`config.mk`:
```
export PLATFORM = sky130hd
export DESIGN_NAME = incond_stage
export DESIGN_NICKNAME = d
export VERILOG_FILES = /design/src/rtl/incond_pkg.sv /design/src/rtl/incond_sync_chain.sv /design/src/rtl/incond_mode_decode.sv /design/src/rtl/incond_lane.sv /design/src/rtl/incond_stage.sv
export SDC_FILE = /design/constraint.sdc
export NUM_CORES = 1
export LEC_CHECK = 0
export BUFFER_PORTS_ARGS = -buffer_cell sky130_fd_sc_hd__buf_2
export CAP_MARGIN = 0
export CORE_MARGIN = 4
export CORE_UTILIZATION = 35
export CTS_CLUSTER_SIZE = 16
export DETAILED_ROUTE_END_ITERATION = 10
export SLEW_MARGIN = 10
export SYNTH_ARGS = -nofsm -noshare
export SYNTH_HDL_FRONTEND = slang
export SYNTH_SLANG_ARGS = --single-unit
```
`constraint.sdc`:
```
create_clock -name clk -period 2 [get_ports clk]
set_clock_uncertainty 0.15 [all_clocks]
set_input_delay 0.6 -clock clk [delete_from_list [all_inputs] [get_ports clk]]
set_output_delay 0.6 -clock clk [all_outputs]
set_load 0.1 [all_outputs]
```
`src/rtl/incond_pkg.sv`:
```
package incond_pkg;

   // width of one lane's mode code
   localparam int unsigned MODE_W = 3;

   typedef logic [MODE_W-1:0] mode_code_t;

   // decoded treatment; undefined codes are folded onto MODE_SYNC by the decoder
   typedef enum logic [MODE_W-1:0] {
      MODE_SYNC   = 3'b000,
      MODE_DIRECT = 3'b001,
      MODE_RISE   = 3'b010,
      MODE_FALL   = 3'b011
   } mode_e;

   // taps taken from one lane's synchronizer chain
   typedef struct packed {
      logic level;   // re-timed level
      logic rise;    // level went 0 -> 1 on the last edge
      logic fall;    // level went 1 -> 0 on the last edge
   } taps_t;

endpackage

```
`src/rtl/incond_sync_chain.sv`:
```
module incond_sync_chain
   import incond_pkg::*;
#(
   parameter int unsigned DEPTH = 2
) (
   input  logic  clk,
   input  logic  rst_n,
   input  logic  din,
   output taps_t taps
);

   // DEPTH flops re-time the input, and one extra flop keeps the previous level
   localparam int unsigned NSTG = DEPTH + 1;

   logic [NSTG-1:0] stg;

   generate
      if (DEPTH < 2) begin : g_bad_depth
         $error("incond_sync_chain: DEPTH must be at least 2");
      end

      for (genvar s = 0; s < NSTG; s++) begin : g_stage
         if (s == 0) begin : g_first
            always_ff @(posedge clk or negedge rst_n) begin
               if (!rst_n) stg[s] <= 1'b0;
               else        stg[s] <= din;
            end
         end else begin : g_next
            always_ff @(posedge clk or negedge rst_n) begin
               if (!rst_n) stg[s] <= 1'b0;
               else        stg[s] <= stg[s-1];
            end
         end
      end
   endgenerate

   // both compared stages clear together, so no pulse can follow reset directly
   always_comb begin
      taps.level = stg[DEPTH-1];
      taps.rise  =  stg[DEPTH-1] & ~stg[DEPTH];
      taps.fall  = ~stg[DEPTH-1] &  stg[DEPTH];
   end

endmodule

```
`src/rtl/incond_mode_decode.sv`:
```
module incond_mode_decode
   import incond_pkg::*;
(
   input  mode_code_t code,
   output mode_e      mode
);

   // codes with the top bit set select no treatment of their own and fall back to sync
   always_comb begin
      unique case (code)
         3'b001:  mode = MODE_DIRECT;
         3'b010:  mode = MODE_RISE;
         3'b011:  mode = MODE_FALL;
         default: mode = MODE_SYNC;
      endcase
   end

endmodule

```
`src/rtl/incond_lane.sv`:
```
module incond_lane
   import incond_pkg::*;
#(
   parameter int unsigned SYNC_DEPTH = 2
) (
   input  logic       clk,
   input  logic       rst_n,
   input  logic       din,
   input  mode_code_t code,
   output logic       dout
);

   taps_t taps;
   mode_e mode;

   // the chain always runs, so a mode change keeps the lane's history
   incond_sync_chain #(
      .DEPTH (SYNC_DEPTH)
   ) u_chain (
      .clk   (clk),
      .rst_n (rst_n),
      .din   (din),
      .taps  (taps)
   );

   incond_mode_decode u_dec (
      .code (code),
      .mode (mode)
   );

   always_comb begin
      unique case (mode)
         MODE_DIRECT: dout = din;
         MODE_RISE:   dout = taps.rise;
         MODE_FALL:   dout = taps.fall;
         default:     dout = taps.level;
      endcase
   end

endmodule

```
`src/rtl/incond_stage.sv`:
```
module incond_stage
   import incond_pkg::*;
#(
   parameter int unsigned LANES      = 16,
   parameter int unsigned SYNC_DEPTH = 2
) (
   input  logic                         clk,
   input  logic                         rst_n,
   input  logic [LANES-1:0]             pins_in,
   input  logic [LANES-1:0][MODE_W-1:0] mode_cfg,
   output logic [LANES-1:0]             cond_out
);

   generate
      if (LANES < 1) begin : g_bad_lanes
         $error("incond_stage: LANES must be at least 1");
      end
      if (SYNC_DEPTH < 2) begin : g_bad_sync
         $error("incond_stage: SYNC_DEPTH must be at least 2");
      end

      for (genvar i = 0; i < LANES; i++) begin : g_lane
         incond_lane #(
            .SYNC_DEPTH (SYNC_DEPTH)
         ) u_lane (
            .clk   (clk),
            .rst_n (rst_n),
            .din   (pins_in[i]),
            .code  (mode_cfg[i]),
            .dout  (cond_out[i])
         );
      end
   endgenerate

endmodule

```
After elaboration in Yosys (flattened, before gate mapping)
Index checks and enable logic that the tools add are counted.
{"block": "word_totals", "inputBits": 66, "output_inout_bits": 16, "regBits": 48}
{"block": "op_classes", "muxes": 32, "n_eq_ne": 96, "bitwise": 64}
{"cell": "equality test 3 x 2 -> 1 bit, second input constant", "count": 32}
{"cell": "one-hot mux 2 bit (3 select lines)", "count": 16}
{"cell": "equality test 2 bit, second input constant", "count": 32}
{"cell": "equality test 3 x 1 -> 1 bit, second input constant", "count": 16}
{"cell": "one-hot mux 1 bit (3 select lines)", "count": 16}
{"cell": "bitwise AND 1 bit", "count": 32}
{"cell": "equality test 2 x 1 -> 1 bit, second input constant", "count": 16}
{"cell": "NOT 1 bit", "count": 32}

Logic depth before layout (Yosys ltp)
Gate-level depths: netlist (run 1).
{"block": "logic_depth", "depth_word": 4, "depth_mapped": 4, "depth_no_buf": 3}

Modules after synthesis
From an unflattened synthesis (run 1), not the netlist that was laid out.
{"block": "hier_totals", "hier_cells": 272, "hier_area_um2": 2622.5}
{"module": "incond_sync_chain", "cells_each": 6, "instances": 16, "area_each_um2": 97.6, "seq_area_each_um2": 75.1}
{"module": "incond_lane", "cells_each": 7, "instances": 16, "area_each_um2": 42.5, "seq_area_each_um2": 0.0}
{"module": "incond_mode_decode", "cells_each": 4, "instances": 16, "area_each_um2": 23.8, "seq_area_each_um2": 0.0}

Worst setup path after synthesis (run 1)
Ideal clock, no wire load.
{"block": "synth_path", "path_type": "in2out", "startpoint": "in mode_cfg[37] in the netlist's numbering", "endpoint": "out cond_out[12]", "stages": 4, "path_slack_ns": 0.100, "t_arrival_ns": 1.150, "t_required_ns": 1.250, "path_cell_list": "nand2_1 a2bb2oi_1 o21ai_1 buf_4"}
{"block": "synth_between", "elab_chain_cells": 4, "elab_cells_between_ends": 8}
{"element": "start: declaration", "line_no": "incond_stage.sv:10", "rtl": "input logic [LANES-1:0][MODE_W-1:0] mode_cfg,"}
{"element": "equality test 3 x 2 -> 1 bit or equality test 3 x 1 -> 1 bit (tied branches)", "line_no": "incond_mode_decode.sv:10", "rtl": "unique case (code)"}
{"element": "one-hot mux 2 bit (3 select lines) (*)", "line_no": "incond_mode_decode.sv:10"}
{"element": "equality test 2 bit or equality test 2 x 1 -> 1 bit (tied branches)", "line_no": "incond_lane.sv:32", "rtl": "unique case (mode)"}
{"element": "one-hot mux 1 bit (3 select lines) (*)", "line_no": "incond_lane.sv:32"}
{"element": "end: declaration", "line_no": "incond_stage.sv:11", "rtl": "output logic [LANES-1:0] cond_out"}
Every way passes the cells marked *; elsewhere a longest branch is shown, timed or not.

Worst setup path in the final report (run 1)
{"block": "layout_path", "startpoint": "reg g_lane[14].u_lane.u_chain.stg[1]", "endpoint": "out cond_out[14]"}
{"block": "layout_between", "elab_chain_cells": 3, "elab_cells_between_ends": 4}
{"element": "start: declaration", "line_no": "incond_sync_chain.sv:15", "rtl": "logic [NSTG-1:0] stg;"}
{"element": "start signal: indexed assignment", "line_no": "incond_sync_chain.sv:31", "rtl": "else stg[s] <= stg[s-1];"}
{"element": "NOT 1 bit", "line_no": "incond_sync_chain.sv:41", "rtl": "taps.fall = ~stg[DEPTH-1] & stg[DEPTH];"}
{"element": "bitwise AND 1 bit", "line_no": "incond_sync_chain.sv:41"}
{"element": "one-hot mux 1 bit (3 select lines) (*)", "line_no": "incond_lane.sv:32"}
Marked as above.

==> impl_metrics.py, run 1 <==
metrics = {
    "critical_path": {
        "start_kind": "flip-flop",
        "worst-path-stages": 4,
        "critPathSlowestCell": "dfrtp_1",
        "crit_type": "reg -> out",
        "cpPeakStageDelay_ns": 0.41,
        "crit_required_ns": 1.25,
        "rr_worst_depth": 1,
        "crit_path_end_kind": "primary output",
        "crit_buf_inv": 1,
        "critical_path.top_delay_family": "flip-flops",
        "r2r_start": "g_lane[12].u_lane.u_chain.taps[2]",
        "crit_chain": "nor2b_1, mux2i_1, o21ai_2, buf_12",
        "critPathMaxFanout": 3,
        "rrSetupSlack_ns": 1.20,
        "critPathArrivalTime_ns": 1.28,
        "r2r_end": "g_lane[12].u_lane.u_chain.stg[2]",
    },
    "outcome": {
        "failed_checks": "negative setup slack",
        "status": "finished, violations left",
    },
    "clock_network": {
        "clk_path_buf_depth": 2,
        "cts_root_buf": "clkbuf_8",
        "clock_latency_ns": 0.29,
        "h-tree-depth": 2,
        "clk_pin_slew_ns": 0.08,
        "clock-sinks": 48,
        "cts_tree": "built",
        "numCtsBuffers": 5,
        "cts_hold_buffers": 0,
    },
    "place": {
        "io_buffers": 81,
        "gp_congestion": 0.665,
        "place_ws_ns": -0.0466,
        "place_inst": 298,
        "hpwl_um": 2890,
    },
    "global_routing": {
        "grt-ovfl-total": 0,
        "grt_max_degree": 49,
        "track_usage": 0.116,
        "grt_first_pass_wirelength_um": 5970,
        "grt_pass1_vias": 1369,
        "grt_antenna_before_repair": 0,
    },
    "power_and_ir_drop": {
        "power.internal_uw": 1610,
        "switching_share": 0.290,
        "power.share.clock": 0.294,
        "pwr-share-seq": 0.459,
        "leakage_uw": 0.00132,
        "p_sw_uw": 657,
        "p_comb_frac": 0.247,
        "vdd_drop_max_uv": 349,
        "powerDensity_nw_per_um2": 811,
    },
    "detailed_routing": {
        "routed_wl_um": 3770,
        "route.met3.wl_um": 371,
        "routed.top_layer": "met4",
        "met2_wirelength_um": 1690,
        "vias": 1420,
        "first_pass_iters": 2,
        "drt-met1-wl_um": 1670,
        "drc": 0,
        "wl_per_cell_um": 12.0,
        "drt_iter0_drc": 58,
        "ant_nets": 0,
        "post_drt_via_cell_ratio": 4.52,
    },
    "yosys": {
        "syn_nets": 228,
        "synthCells": 162,
        "avgSynthCellArea_um2": 11.9,
        "ys_ff_latch": 48,
        "yosysWarnings": 0,
        "ys_seq_area_frac": 0.625,
        "synth.cell_area_um2": 1920,
        "synth.distinct_cells": 11,
    },
    "timing": {
        "setup_viol": 7,
        "final-hold-violation-count": 0,
        "holdWs_ns": 0.128,
        "final.period_utilization": 1.01,
        "fmax_mhz": 493,
        "worstMarginPinSlew_ns": 0.247,
        "fin_ws_ns": -0.0293,
        "grt_setup_unrepaired": "true",
        "slew_headroom": 0.835,
        "drv_slew": 0,
        "fin_crit_ns": 2.03,
    },
    "floorplanning": {
        "die_area_um2": 6740,
        "rows": 26,
        "initial_core_util": 0.369,
        "fp.dieH_um": 82.1,
        "die_w_um": 82.1,
        "ios": 82,
        "core_area_um2": 5200,
    },
    "cells_and_area": {
        "finalNonFillerCells": 314,
        "drive_gt1_frac": 0.475,
        "syn_to_final_growth_pct": 45.6,
        "nFillCells": 476,
        "antenna_cells": 0,
        "final_util": 0.538,
        "nets": 309,
    },
    "hold_path": {
        "hp-class": "in -> async",
    },
    "run": {
        "drv_cap": 0,
    },
}
==> power by group through the flow <==
stage          clock [uW]  sequential (uW)  combinational, uW
2_1_floorplan           0             1050                327
3_3_place_gp            0             1060                524
3_5_place_dp            0             1060                530
4_1_cts               697             1040                555
5_1_grt               732             1050                595
6_report              666             1040                561
==> placed cells by master, fill, tap and decap left out <==
cell / synthesis / layout
dfrtp_1: 48 / 48
inv_1: 2 / 2
o21ai_1: 17 / 2
clkbuf_8: 0 / 5
buf_2: 0 / 65
nand2b_1: 16 / 16
mux2i_1: 14 / 14
o21ai_2: 0 / 16
o21ai_0: 15 / 14
bufinv_16: 0 / 1
buf_4: 16 / 8
a21oi_1: 16 / 16
clkinv_2: 0 / 1
a2bb2oi_2: 0 / 2
nand2_1: 2 / 1
buf_12: 0 / 17
nand2_2: 0 / 1
clkbuf_1: 0 / 1
nor2b_1: 14 / 14
==> flip-flops by register name, indices dropped and copies added (netlist names) <==
signal	cells
g_lane.u_lane.u_chain.stg	32
g_lane.u_lane.u_chain.taps	16
==> Yosys cell counts <==
master / instances / area [um^2]
dfrtp_1: 48 / 1200
o21ai_1: 17 / 85.1
a21oi_1: 16 / 80.1
buf_4: 16 / 120
nand2b_1: 16 / 100
o21ai_0: 15 / 75.1
mux2i_1: 14 / 140
nor2b_1: 14 / 87.6
a2bb2oi_1: 2 / 17.5
inv_1: 2 / 7.51
nand2_1: 2 / 7.51
==> per-layer routing <==
metal / up-vias / GRT usage
met5: - / 0
met4: 0 / 0.0449
met3: 6 / 0.0390
met2: 55 / 0.180
met1: 658 / 0.150
li1: 701 / -
==> layout make-up <==
cell class	count	area (um^2)	share of cell area
clock buffer	6	72.6	0.0259
clock inverter	2	35.0	0.0125
inverter	2	7.51	0.00268
multi-input combinational	96	668	0.239
sequential	48	1200	0.429
tap	70	87.6	0.0313
timing repair buffer	90	726	0.259
==> logic make-up after synthesis <==
logic type,after synthesis,share of synthesized area
AOI/OAI and AO/OA,50,0.134
and+or+nand+nor,32,0.102
buffers and inverters,18,0.0664
DFF,48,0.625
muxes,14,0.0729
==> timing repair <==
action	4_1_cts	5_1_grt
pin swaps	4	6
resized for setup	14	6
hold endpoints to repair	0	0
endpoints found under the setup margin	16	16
gates cloned	0	0
buffers inserted	4	4
==> worst max path at each step <==
stage / from / endpoint / slack (ns)
floorplan: mode_cfg[37] / cond_out[12] / 0.1
global placement: mode_cfg[14] / cond_out[4] / -0.03
detailed placement: mode_cfg[10] / cond_out[3] / -0.05
CTS: g_lane[3].u_lane.u_chain.stg[2] / cond_out[3] / -0.08
global route: g_lane[1].u_lane.u_chain.taps[2] / cond_out[1] / -0.12
finish: g_lane[14].u_lane.u_chain.taps[2] / cond_out[14] / -0.03
==> stage by stage <==
stage	setup TNS (ns)	instance area (um^2)	total power, uW
2_1_floorplan	0	1920	1380
3_3_place_gp	-0.287	2550	1580
6_report	-0.111	2800	2270
3_5_place_dp	-0.408	2550	1590
4_1_cts	-0.480	2750	2290
5_1_grt	-1.33	2800	2370
No activity file was read; power rests on OpenSTA's default activity.
==> inputs of run 2 (changes only) <==
- CORE_ASPECT_RATIO: not set -> 0.75
==> run 2 against run 1 <==
Net effect: setup slack gained 0.0038 ns; the run still ends with negative setup slack left; critical endpoint is now cond_out[6]; sequential cell count is the same; non-clock buffer count shrank 3; count of clock-buffer cells in the layout grew 1; worst hold slack gained 0.014 ns; sequential share of layout area grew 0.25 points.
==> impl_metrics.py, run 2 (synthesized netlist as in run 1, its figures left out) <==
metrics = {
    "place": {
        "io_buffers": 81,
        "gp_congestion": 0.683,
        "hpwl_um": 2880,
        "place_ws_ns": -0.0527,
    },
    "power_and_ir_drop": {
        "p_comb_frac": 0.255,
        "vdd_drop_max_uv": 361,
        "leakage_uw": 0.00131,
        "power.share.clock": 0.270,
        "p_sw_uw": 648,
        "finalPower_uw": 2200,
        "power.internal_uw": 1550,
        "pwr-share-seq": 0.475,
        "switching_share": 0.295,
        "powerDensity_nw_per_um2": 789,
    },
    "timing": {
        "setup_tns_ns": -0.0840,
        "final.period_utilization": 1.01,
        "slew_headroom": 0.801,
        "final-hold-violation-count": 0,
        "worstMarginPinSlew_ns": 0.298,
        "drv_slew": 0,
        "fin_ws_ns": -0.0255,
        "grt_setup_unrepaired": "true",
        "fmax_mhz": 494,
        "setup_viol": 5,
        "fin_crit_ns": 2.03,
    },
    "clock_network": {
        "cts_root_buf": "clkbuf_8",
        "h-tree-depth": 2,
        "cts_hold_buffers": 0,
        "cts_tree": "built",
        "clock_latency_ns": 0.28,
        "clk_pin_slew_ns": 0.08,
        "clock-sinks": 48,
        "clk_path_buf_depth": 2,
        "numCtsBuffers": 5,
    },
    "detailed_routing": {
        "ant_nets": 0,
        "wl_per_cell_um": 12.2,
        "routed_wl_um": 3840,
        "post_drt_via_cell_ratio": 4.46,
        "drt_iter0_drc": 16,
        "first_pass_iters": 4,
        "vias": 1404,
        "drc": 0,
    },
    "global_routing": {
        "grt_antenna_before_repair": 0,
        "grt-ovfl-total": 0,
        "grt_max_degree": 25,
        "grt_pass1_vias": 1425,
        "track_usage": 0.113,
        "grt_first_pass_wirelength_um": 6000,
    },
    "cells_and_area": {
        "antenna_cells": 0,
        "most-common-layout-cells": "64 x buf_2, 48 x dfrtp_1, 16 x a21oi_1, 16 x buf_12",
        "syn_to_final_growth_pct": 44.7,
        "seq_area_um2": 1200,
        "nets": 306,
        "largest-register": "g_lane.u_lane.u_chain.stg",
        "nFillCells": 475,
        "drive_gt1_frac": 0.483,
        "final_util": 0.522,
        "layout_commonest_cell": "buf_2",
        "multi_input_area_um2": 686,
        "largest_reg_flops": 32,
    },
    "outcome": {
        "failed_checks": "negative setup slack",
        "status": "finished, violations left",
    },
    "critical_path": {
        "crit_required_ns": 1.25,
        "critPathArrivalTime_ns": 1.28,
        "crit_type": "reg -> out",
        "start_kind": "flip-flop",
        "critPathMaxFanout": 3,
        "crit_path_end_kind": "primary output",
    },
    "floorplanning": {
        "fp.dieH_um": 72.2,
        "rows": 23,
        "die_w_um": 93.6,
        "initial_core_util": 0.361,
        "ios": 82,
        "die_area_um2": 6750,
        "core_area_um2": 5320,
    },
    "hold_path": {
        "hp-class": "in -> async",
    },
    "run": {
        "drv_cap": 0,
    },
}
[run 2: path summary, 6_finish.rpt]
check	slack, ns	startpoint	depth (start not counted)	endpoint
max in group asynchronous	1.32	rst_n	2	g_lane[3].u_lane.u_chain.stg[2]
max	-0.03	g_lane[6].u_lane.u_chain.taps[2]	4	cond_out[6]
min in group clk	0.20	g_lane[5].u_lane.u_chain.stg[0]	0	g_lane[5].u_lane.u_chain.taps[2]
max reg2reg	1.21	g_lane[12].u_lane.u_chain.taps[2]	1	g_lane[12].u_lane.u_chain.stg[2]
min reg2reg	0.20	g_lane[5].u_lane.u_chain.stg[0]	0	g_lane[5].u_lane.u_chain.taps[2]
min	0.14	rst_n	2	g_lane[4].u_lane.u_chain.stg[2]
[run 2: metrics by stage]
stage	hold WS, ns	instances	instance area, um^2
6_report	0.142	315	2780
5_1_grt	0.156	315	2780
4_1_cts	0.143	313	2720
3_5_place_dp	0.185	304	2560
3_3_place_gp	0.181	304	2560
2_1_floorplan	0.154	162	1920
[run 2: layout make-up]
type                            instances  share of cell area
Multi-Input combinational cell         96               0.247
Inverter                                2             0.00270
Tap cell                               75              0.0337
Clock buffer                            7              0.0346
Sequential cell                        48               0.432
Timing Repair Buffer                   87               0.251
[run 2: worst max-delay path: stages, from the launching register on]
cell	delay, ns
dfrtp_1	0.39
nor2b_1	0.12
mux2i_1	0.10
o21ai_2	0.18
buf_12	0.20
[run 2: repair_timing]
item                       in CTS  in global routing
setup buffers                   2                  2
pin swaps                       2                  4
cloned                          0                  0
resized for setup              13                 13
setup endpoints to repair      16                 16
[run 2: layer usage]
metal / vias to the layer above / part of all wire / track usage
li1: 694 / - / -
met1: 643 / 0.46 / 0.154
met2: 62 / 0.41 / 0.161
met3: 5 / 0.12 / 0.0528
met4: 0 / 0.0070 / 0.0337
met5: - / 0 / 0
[run 2: power groups by stage]
stage	combinational (uW)	clock [uW]	sequential, uW
final	560	592	1040
after global routing	591	660	1050
after CTS	548	611	1040
after detailed placement	527	0	1060
after global placement	523	0	1060
after floorplan	327	0	1050
